`config.mk`:
```
export PLATFORM = sky130hd
export DESIGN_NAME = chain_tx_dma
export DESIGN_NICKNAME = d
export VERILOG_FILES = /design/src/rtl/ctd_pkg.sv /design/src/rtl/ctd_run_state.sv /design/src/rtl/ctd_desc_file.sv /design/src/rtl/ctd_byte_pick.sv /design/src/rtl/chain_tx_dma.sv
export SDC_FILE = /design/constraint.sdc
export NUM_CORES = 1
export LEC_CHECK = 0
export BUFFER_PORTS_ARGS = -buffer_cell sky130_fd_sc_hd__buf_2
export CAP_MARGIN = 15
export CORE_ASPECT_RATIO = 0.5
export CORE_MARGIN = 5
export CORE_UTILIZATION = 50
export CTS_BUF_LIST = sky130_fd_sc_hd__clkbuf_16
export CTS_CLUSTER_SIZE = 10
export DETAILED_ROUTE_END_ITERATION = 10
export GPL_ROUTABILITY_DRIVEN = 0
export PLACE_DENSITY = 0.71
export SKIP_CTS_REPAIR_TIMING = 1
export SYNTH_ARGS = -nofsm -noshare
export SYNTH_HDL_FRONTEND = slang
export SYNTH_SLANG_ARGS = --single-unit
```
`constraint.sdc`:
```
create_clock -name clk -period 4.3 [get_ports clk]
set_input_delay 0.645 -clock clk [delete_from_list [all_inputs] [get_ports clk]]
set_output_delay 0.645 -clock clk [all_outputs]
set_load 0.03 [all_outputs]
```
`src/rtl/ctd_pkg.sv`:
```
package ctd_pkg;
  localparam int WORD_W     = 32;
  localparam int DESC_WORDS = 4;
  localparam int IX_W       = $clog2(DESC_WORDS);

  // descriptor word positions, relative to the descriptor pointer
  localparam int IX_NEXT  = 0;
  localparam int IX_START = 1;
  localparam int IX_FLAGS = 2;
  localparam int IX_END   = 3;

  // flag bit positions
  localparam int FLG_EOL     = 0;
  localparam int FLG_INTR    = 4;
  localparam int CTX_DIS_BIT = 15;

  // context word byte offsets
  localparam int CTX_FLG_OFF  = 4;
  localparam int CTX_DPTR_OFF = 24;
  localparam int CTX_BPTR_OFF = 28;

  typedef enum logic [2:0] {
    RS_RST  = 3'b001,
    RS_STOP = 3'b010,
    RS_RUN  = 3'b100
  } run_e;

  typedef enum logic [2:0] {
    SQ_IDLE,
    SQ_CTX_RD,
    SQ_D_RD,
    SQ_CHECK,
    SQ_W_RD,
    SQ_EMIT,
    SQ_D_WR,
    SQ_C_WR
  } seq_e;
endpackage

```
`src/rtl/ctd_run_state.sv`:
```
module ctd_run_state
  import ctd_pkg::*;
(
  input  logic clk,
  input  logic rst_n,
  input  logic cfg_en,
  input  logic cfg_stop,
  input  logic start_acc,
  output run_e run_st
);
  run_e st_q, st_d;

  always_comb begin
    st_d = st_q;
    if (!cfg_en)        st_d = RS_RST;
    else if (cfg_stop)  st_d = RS_STOP;
    else if (start_acc) st_d = RS_RUN;
  end

  always_ff @(posedge clk or negedge rst_n) begin
    if (!rst_n) st_q <= RS_RST;
    else        st_q <= st_d;
  end

  assign run_st = st_q;
endmodule

```
`src/rtl/ctd_desc_file.sv`:
```
module ctd_desc_file #(
  parameter int W    = 32,
  parameter int N    = 4,
  localparam int XW  = $clog2(N)
) (
  input  logic           clk,
  input  logic           rst_n,
  input  logic           wr_en,
  input  logic [XW-1:0]  wr_idx,
  input  logic [W-1:0]   wr_data,
  output logic [N*W-1:0] words_o
);
  for (genvar g = 0; g < N; g++) begin : g_word
    logic [W-1:0] q;
    logic         hit;
    assign hit = wr_en && (wr_idx == XW'(g));
    always_ff @(posedge clk or negedge rst_n) begin
      if (!rst_n)   q <= '0;
      else if (hit) q <= wr_data;
    end
    assign words_o[g*W +: W] = q;
  end
endmodule

```
`src/rtl/ctd_byte_pick.sv`:
```
module ctd_byte_pick #(
  parameter int W    = 32,
  localparam int LN  = W / 8,
  localparam int OW  = $clog2(LN)
) (
  input  logic [W-1:0]  word_i,
  input  logic [OW-1:0] off_i,
  output logic [7:0]    byte_o
);
  logic [LN-1:0][7:0] lanes;

  for (genvar g = 0; g < LN; g++) begin : g_lane
    assign lanes[g] = word_i[g*8 +: 8];
  end

  assign byte_o = lanes[off_i];
endmodule

```
`src/rtl/chain_tx_dma.sv`:
```
module chain_tx_dma
  import ctd_pkg::*;
#(
  parameter int AW          = 32,
  parameter int BURST_BYTES = 2048
) (
  input  logic          clk,
  input  logic          rst_n,
  input  logic          cfg_en,
  input  logic          cfg_stop,
  input  logic          start_i,
  input  logic          cont_i,
  input  logic          ctx_load_i,
  input  logic [AW-1:0] ctx_addr_i,
  output logic          mem_req_o,
  output logic          mem_we_o,
  output logic [AW-1:0] mem_addr_o,
  output logic [31:0]   mem_wdata_o,
  input  logic          mem_ack_i,
  input  logic [31:0]   mem_rdata_i,
  output logic          st_valid_o,
  output logic [7:0]    st_data_o,
  input  logic          st_ready_i,
  output logic          desc_irq_o,
  output logic          eol_o,
  output logic [2:0]    run_state_o,
  output logic          busy_o,
  output logic [AW-1:0] desc_ptr_o,
  output logic [AW-1:0] buf_ptr_o
);
  localparam int BC_W = $clog2(BURST_BYTES + 1);
  localparam int LOW  = $clog2(WORD_W / 8);

  seq_e              seq_q, seq_d;
  logic [IX_W-1:0]   idx_q, idx_d;
  logic [AW-1:0]     dptr_q, dptr_d, bptr_q, bptr_d;
  logic [WORD_W-1:0] cflg_q, cflg_d, word_q, word_d;
  logic              eol_q, eol_d;
  logic              reload_q, reload_d;
  logic              cont_q, cont_d;
  logic              irq_q, irq_d;
  logic [BC_W-1:0]   burst_q, burst_d;

  logic                         dwr_en;
  logic [DESC_WORDS*WORD_W-1:0] dwords;
  logic [WORD_W-1:0]            d_flags, d_word_sel;
  logic [AW-1:0]                d_next, d_start, d_end;
  logic [AW-1:0]                nxt_b;
  logic [WORD_W-1:0]            cflg_dis;
  run_e                         run_st;
  logic                         running, start_acc;

  // ---------------------------------------------------------------- children
  ctd_run_state u_run (
    .clk       (clk),
    .rst_n     (rst_n),
    .cfg_en    (cfg_en),
    .cfg_stop  (cfg_stop),
    .start_acc (start_acc),
    .run_st    (run_st)
  );

  ctd_desc_file #(.W(WORD_W), .N(DESC_WORDS)) u_desc (
    .clk     (clk),
    .rst_n   (rst_n),
    .wr_en   (dwr_en),
    .wr_idx  (idx_q),
    .wr_data (mem_rdata_i),
    .words_o (dwords)
  );

  ctd_byte_pick #(.W(WORD_W)) u_pick (
    .word_i (word_q),
    .off_i  (bptr_q[LOW-1:0]),
    .byte_o (st_data_o)
  );

  // ---------------------------------------------------------------- decode
  assign d_next     = dwords[IX_NEXT*WORD_W  +: AW];
  assign d_start    = dwords[IX_START*WORD_W +: AW];
  assign d_flags    = dwords[IX_FLAGS*WORD_W +: WORD_W];
  assign d_end      = dwords[IX_END*WORD_W   +: AW];
  assign d_word_sel = dwords[idx_q*WORD_W    +: WORD_W];
  assign nxt_b      = bptr_q + AW'(1);
  assign cflg_dis   = cflg_q | (WORD_W'(1) << CTX_DIS_BIT);
  assign running    = (run_st == RS_RUN);
  assign start_acc  = start_i && cfg_en && !cfg_stop &&
                      ((seq_q == SQ_IDLE) || ((seq_q == SQ_CHECK) && !running));

  // ---------------------------------------------------------------- memory port
  always_comb begin
    mem_req_o   = 1'b0;
    mem_we_o    = 1'b0;
    mem_addr_o  = '0;
    mem_wdata_o = '0;
    unique case (seq_q)
      SQ_CTX_RD: begin
        mem_req_o = 1'b1;
        unique case (idx_q)
          2'd0:    mem_addr_o = ctx_addr_i + AW'(CTX_FLG_OFF);
          2'd1:    mem_addr_o = ctx_addr_i + AW'(CTX_DPTR_OFF);
          default: mem_addr_o = ctx_addr_i + AW'(CTX_BPTR_OFF);
        endcase
      end
      SQ_D_RD: begin
        mem_req_o  = 1'b1;
        mem_addr_o = dptr_q + AW'({idx_q, 2'b00});
      end
      SQ_W_RD: begin
        mem_req_o  = 1'b1;
        mem_addr_o = {bptr_q[AW-1:LOW], LOW'(0)};
      end
      SQ_D_WR: begin
        mem_req_o   = 1'b1;
        mem_we_o    = 1'b1;
        mem_addr_o  = dptr_q + AW'({idx_q, 2'b00});
        mem_wdata_o = d_word_sel;
      end
      SQ_C_WR: begin
        mem_req_o   = 1'b1;
        mem_we_o    = 1'b1;
        mem_addr_o  = ctx_addr_i + AW'(CTX_FLG_OFF);
        mem_wdata_o = cflg_dis;
      end
      default: ;
    endcase
  end

  // ---------------------------------------------------------------- next state
  always_comb begin
    seq_d    = seq_q;
    idx_d    = idx_q;
    dptr_d   = dptr_q;
    bptr_d   = bptr_q;
    cflg_d   = cflg_q;
    word_d   = word_q;
    eol_d    = eol_q;
    reload_d = reload_q;
    cont_d   = cont_q;
    burst_d  = burst_q;
    irq_d    = 1'b0;
    dwr_en   = 1'b0;

    unique case (seq_q)
      SQ_IDLE: begin
        if (ctx_load_i) begin
          idx_d = '0;
          seq_d = SQ_CTX_RD;
        end else if (start_acc) begin
          eol_d    = 1'b0;
          idx_d    = '0;
          reload_d = 1'b0;
          cont_d   = 1'b0;
          seq_d    = SQ_D_RD;
        end else if (cont_i && running && d_flags[FLG_EOL]) begin
          idx_d  = '0;
          cont_d = 1'b1;
          seq_d  = SQ_D_RD;
        end
      end

      SQ_CTX_RD: begin
        if (mem_ack_i) begin
          idx_d = idx_q + 1'b1;
          unique case (idx_q)
            2'd0: cflg_d = mem_rdata_i;
            2'd1: dptr_d = mem_rdata_i[AW-1:0];
            default: begin
              bptr_d = mem_rdata_i[AW-1:0];
              idx_d  = '0;
              seq_d  = SQ_IDLE;
            end
          endcase
        end
      end

      SQ_D_RD: begin
        if (mem_ack_i) begin
          dwr_en = 1'b1;
          idx_d  = idx_q + 1'b1;
          if (idx_q == IX_W'(DESC_WORDS - 1)) begin
            idx_d = '0;
            if (cont_q) begin
              cont_d = 1'b0;
              if (!d_flags[FLG_EOL] && eol_q) begin
                eol_d    = 1'b0;
                dptr_d   = d_next;
                reload_d = 1'b1;
              end else begin
                seq_d = SQ_IDLE;
              end
            end else begin
              if (reload_q) bptr_d = d_start;
              reload_d = 1'b0;
              burst_d  = '0;
              seq_d    = SQ_CHECK;
            end
          end
        end
      end

      SQ_CHECK: begin
        if (bptr_q == d_end) begin
          irq_d = d_flags[FLG_INTR];
          idx_d = '0;
          seq_d = SQ_D_WR;
        end else if (running) begin
          seq_d = SQ_W_RD;
        end
      end

      SQ_W_RD: begin
        if (mem_ack_i) begin
          word_d = mem_rdata_i;
          seq_d  = SQ_EMIT;
        end
      end

      SQ_EMIT: begin
        if (st_ready_i) begin
          bptr_d  = nxt_b;
          burst_d = burst_q + 1'b1;
          if (nxt_b == d_end) begin
            seq_d = SQ_CHECK;
          end else if (burst_q + 1'b1 == BC_W'(BURST_BYTES)) begin
            idx_d = '0;
            seq_d = SQ_D_RD;
          end else if (nxt_b[LOW-1:0] == '0) begin
            seq_d = SQ_CHECK;
          end
        end
      end

      SQ_D_WR: begin
        if (mem_ack_i) begin
          idx_d = idx_q + 1'b1;
          if (idx_q == IX_W'(DESC_WORDS - 1)) begin
            idx_d = '0;
            if (d_flags[FLG_EOL]) begin
              eol_d = 1'b1;
              seq_d = SQ_C_WR;
            end else begin
              dptr_d   = d_next;
              reload_d = 1'b1;
              seq_d    = SQ_D_RD;
            end
          end
        end
      end

      SQ_C_WR: begin
        if (mem_ack_i) begin
          cflg_d = cflg_dis;
          seq_d  = SQ_IDLE;
        end
      end

      default: seq_d = SQ_IDLE;
    endcase
  end

  // ---------------------------------------------------------------- registers
  always_ff @(posedge clk or negedge rst_n) begin
    if (!rst_n) begin
      seq_q    <= SQ_IDLE;
      idx_q    <= '0;
      dptr_q   <= '0;
      bptr_q   <= '0;
      cflg_q   <= '0;
      word_q   <= '0;
      eol_q    <= 1'b0;
      reload_q <= 1'b0;
      cont_q   <= 1'b0;
      irq_q    <= 1'b0;
      burst_q  <= '0;
    end else begin
      seq_q    <= seq_d;
      idx_q    <= idx_d;
      dptr_q   <= dptr_d;
      bptr_q   <= bptr_d;
      cflg_q   <= cflg_d;
      word_q   <= word_d;
      eol_q    <= eol_d;
      reload_q <= reload_d;
      cont_q   <= cont_d;
      irq_q    <= irq_d;
      burst_q  <= burst_d;
    end
  end

  // ---------------------------------------------------------------- outputs
  assign st_valid_o  = (seq_q == SQ_EMIT);
  assign desc_irq_o  = irq_q;
  assign eol_o       = eol_q;
  assign run_state_o = run_st;
  assign busy_o      = (seq_q != SQ_IDLE);
  assign desc_ptr_o  = dptr_q;
  assign buf_ptr_o   = bptr_q;
endmodule

```
==> metrics.md <==
| Metric | Value |
|---|---|
| Synth cell types | 71 |
| Number of global-route vias before repair | ~15,000 |
| Area contributors post-synth | dfrtp_1 (39%), mux2_2 (12%), mux4_2 (5.1%) |
| DRT Wirelength | approximately 63 mm |
| Mux share of post-synthesis cell area | between 10% and 20% |
| DRT met1 WL | between 20 and 30 mm |
| Worst-margin pin slew | 0.911 ns |
| Unrepaired setup endpoints after global routing | false |
| Met2 wire length | ~27 mm |
| Post-Synth Simple-Gate Area | 13.6% |
| TritonCTS clock tree | built |
| CP endpoint kind | output port |
| WS Path Type | input pin to output port |
| Max layer used | met5 |
| Worst skew pair latency | 0.54 ns |
| Arr. time, crit path | 3.20 ns |
| Post-layout util | around three fifths |
| Static Leak | between 8 and 9 nW |
| Largest net degree at the start of global routing | 117 |
| Vias | 16,100 |
| Layout cell share with drive strength beyond 1 | around 28% |
| Setup TNS | 0 ns |
| Seq cells post-synth | roughly 280 |
| DP HPWL | between 40 and 50 mm |
| Max Freq | between 0.2 and 0.3 GHz |
| Adder-Cell Fraction of Synth Area | 1.24% |
| Sequential area share after synthesis | roughly two fifths |
| Initial core utilization | 51.1% |
| Fin area | approximately 20,000 um^2 |
| Worst Skew | approximately 0.038 ns |
| Worst Hold Class | input pin to async pin |
| Synth area leader | dfrtp_1 |
| Max_cap viols | 0 |
| Predominant post-synthesis flop cell | dfrtp_1 |
| DR WL/cell | about 26 um |
| Tcrit/Tclk final | 89.5% |
| Syn_area_per_cell | slightly below 10 um^2 |
| Final hold violation count | 0 |
| Die Y | ~140 um |
| Num CTS Buffers | 34 |
| NumNets Final | about 2,000 |
| Place WS | 0.595 ns |
| Largest family of logic cells by synthesized area | multiplexers |
| Dpl cell area | between 15,000 and 20,000 um^2 |
| IO Pins | between 200 and 250 |
| Vias per inst | between 6 and 7 |
| Initial antenna violation count | 4 |
| Initial DRC Count | roughly 2,200 |
| Mapped Area | between 15,000 and 20,000 um^2 |
| GRT Overall Usage | between 30 and 40% |
| Synth top area share | between 30% and 40% |
| First-pass GRT wire length | roughly 95 mm |
| Status | finished clean |
| Slew Viols, Final | 0 |
| Die width | between 200 and 300 um |
| Clk sinks | between 200 and 300 |
| Synth warn | 0 |
| H-tree depth | 2 |
| Total gr overflow | 0 |
| Rel. slew slack | ~39% |
| Area growth, synth to finish | 14.3% |
| Xor/xnor cell area share of the yosys netlist | around 6.2% |
| Mapped Cells | 1,801 |
| Worst-path maximum fanout | 10 |
| Residual DRC count | 0 |
| IO buf count | approximately 220 |
| CTS clk-pin slew, worst paths | 0.05 ns |
| Critical path data required time | 3.65 ns |
| PD cells | around 800 nW/um^2 |
| Worst-case clock buffer depth | 3 |
| 1st-pass router iterations | 10 |
| Min Hold Slack | 0.163 ns |
| Post-Syn Nets | between 1,500 and 2,000 |
| Synth Area in Compound Gates | 16.2% |
| Post-synth EDFFs | 0 |
| Core Area | 34,800 um^2 |
| Setup ws final | 0.451 ns |
| Post-synth ARST share | 100% |
| Final Setup Violations | 0 |
| Root Buffer | clkbuf_16 |
| Met3 WL | 8.26 mm |
| Final min period | 3.85 ns |
| Die ar. | 39,700 um^2 |
| Worst setup SP type | input pin |
| FP Rows | 48 |
| Maximum vdd drop | 374 uV |
| Final ANT Viol Nets | 0 |
[kinds of logic (layout without fill, tap and decap cells)]
| logic type | count (synthesis) | count (layout) |
|---|---|---|
| compound gates | 432 | 432 |
| xor+xnor | 126 | 126 |
| fa+ha+maj | 17 | 17 |
| buf+inv | 183 | 347 |
| flops | 279 | 279 |
| mux | 273 | 273 |
| other cells | 0 | 2 |
| simple gates | 491 | 491 |
[sequential cells by signal, indices dropped and copies added, names as in the netlist]
| signal | cells |
|---|---|
| cont_q | 1 |
| u_run.run_st | 3 |
| cflg_q | 31 |
| desc_irq_o | 1 |
| desc_ptr_o | 32 |
| burst_q | 12 |
| idx_q | 2 |
| eol_o | 1 |
| reload_q | 1 |
| buf_ptr_o | 32 |
| seq_q | 3 |
| word_q | 32 |
| u_desc.g_word.q | 128 |
[routing by layer]
| metal | track usage [%] | vias to the layer above |
|---|---|---|
| li1 | - | 7053 |
| met1 | 43.0 | 7890 |
| met2 | 45.2 | 979 |
| met3 | 10.9 | 152 |
| met4 | 9.69 | 2 |
| met5 | 0 | - |
[where the power goes]
group	leakage [nW]	switching (mW)	internal, mW	total, mW
clock	0.493	1.12	1.49	2.61
combinational	4.76	5.44	3.21	8.65
sequential	3.55	1.35	3.80	5.15
total	8.80	7.91	8.50	16.4
[cell usage after synthesis (5+ instances only)]
library cell  instances
and2_1               10
nor2_1              108
a21o_1                5
a41oi_1               7
a31oi_1              13
a222oi_1             13
a22oi_1              26
o21ai_0             138
dfrtp_1             278
buf_1                26
o41ai_1               5
o221ai_1              6
mux2i_1              40
o211ai_1             10
inv_1                32
o22ai_1              20
xor2_1               56
o31ai_1              12
nor3_1               34
nor2b_1              11
a211oi_1              8
o21a_1                5
nand2_1             131
and4_1               12
nand2b_1              7
nand3_1              68
a221oi_1             20
nand4_1              46
or3_1                 6
a21oi_1              66
mux2_2              191
ha_1                 16
and3_1               22
mux4_2               40
xnor2_1              70
nor4_1               16
clkbuf_1            119
a22o_1               41
[metrics by stage]
step                std cells  power [mW]
finish                   2442        16.4
global placement         2394        13.4
detailed placement       2394        13.5
CTS                      2440        16.2
floorplan                1801        10.6
global route             2441        17.1
[layout make-up]
class / instances / area (um^2)
Tap cell: 475 / 594
Fill cell: 2968 / 14400
Antenna cell: 2 / 5.00
Clock buffer: 34 / 851
Sequential cell: 279 / 6990
Multi-Input combinational cell: 1339 / 10200
Inverter: 32 / 120
Timing Repair Buffer: 269 / 1500
Clock inverter: 12 / 120
[worst max-delay path, stage by stage]
cell	delay (ns)
buf_2	0.19
and3_1	0.39
o21ai_1	0.27
nor2_1	0.41
o21ai_0	0.14
a2111oi_0	0.61
a221oi_1	0.13
o21ai_0	0.17
buf_2	0.24
[cells in the final DEF (no fill, tap or decap), types with 19 or more instances in the layout]
master     Yosys  layout
dfrtp_1      278     276
buf_2          3     216
mux2_2       191     191
o21ai_0      138     137
nand2_1      131     131
nor2_1       108     105
xnor2_1       70      70
nand3_1       68      68
a21oi_1       66      66
xor2_1        56      56
buf_4          3      51
nand4_1       46      46
a22o_1        41      41
mux4_2        40      40
mux2i_1       40      40
inv_1         32      37
clkbuf_16      0      34
nor3_1        34      32
a22oi_1       26      26
and3_1        22      22
a221oi_1      20      20
o22ai_1       20      19
[worst paths after layout]
kind                            depth (start not counted)  slack, ns              end     startpoint
min in group clk                                        2       0.28  u_run.run_st[0]         cfg_en
worst min-delay path                                    1       0.16       word_q[11]          rst_n
worst min register to register                          2       0.50      burst_q[11]    burst_q[11]
max in group asynchronous                               2       3.16   desc_ptr_o[28]          rst_n
worst max register to register                         11       0.65         seq_q[0]   buf_ptr_o[0]
worst max-delay path                                    9       0.45   mem_addr_o[20]  ctx_addr_i[5]
Note: power is estimated with default switching activity, not from simulation.
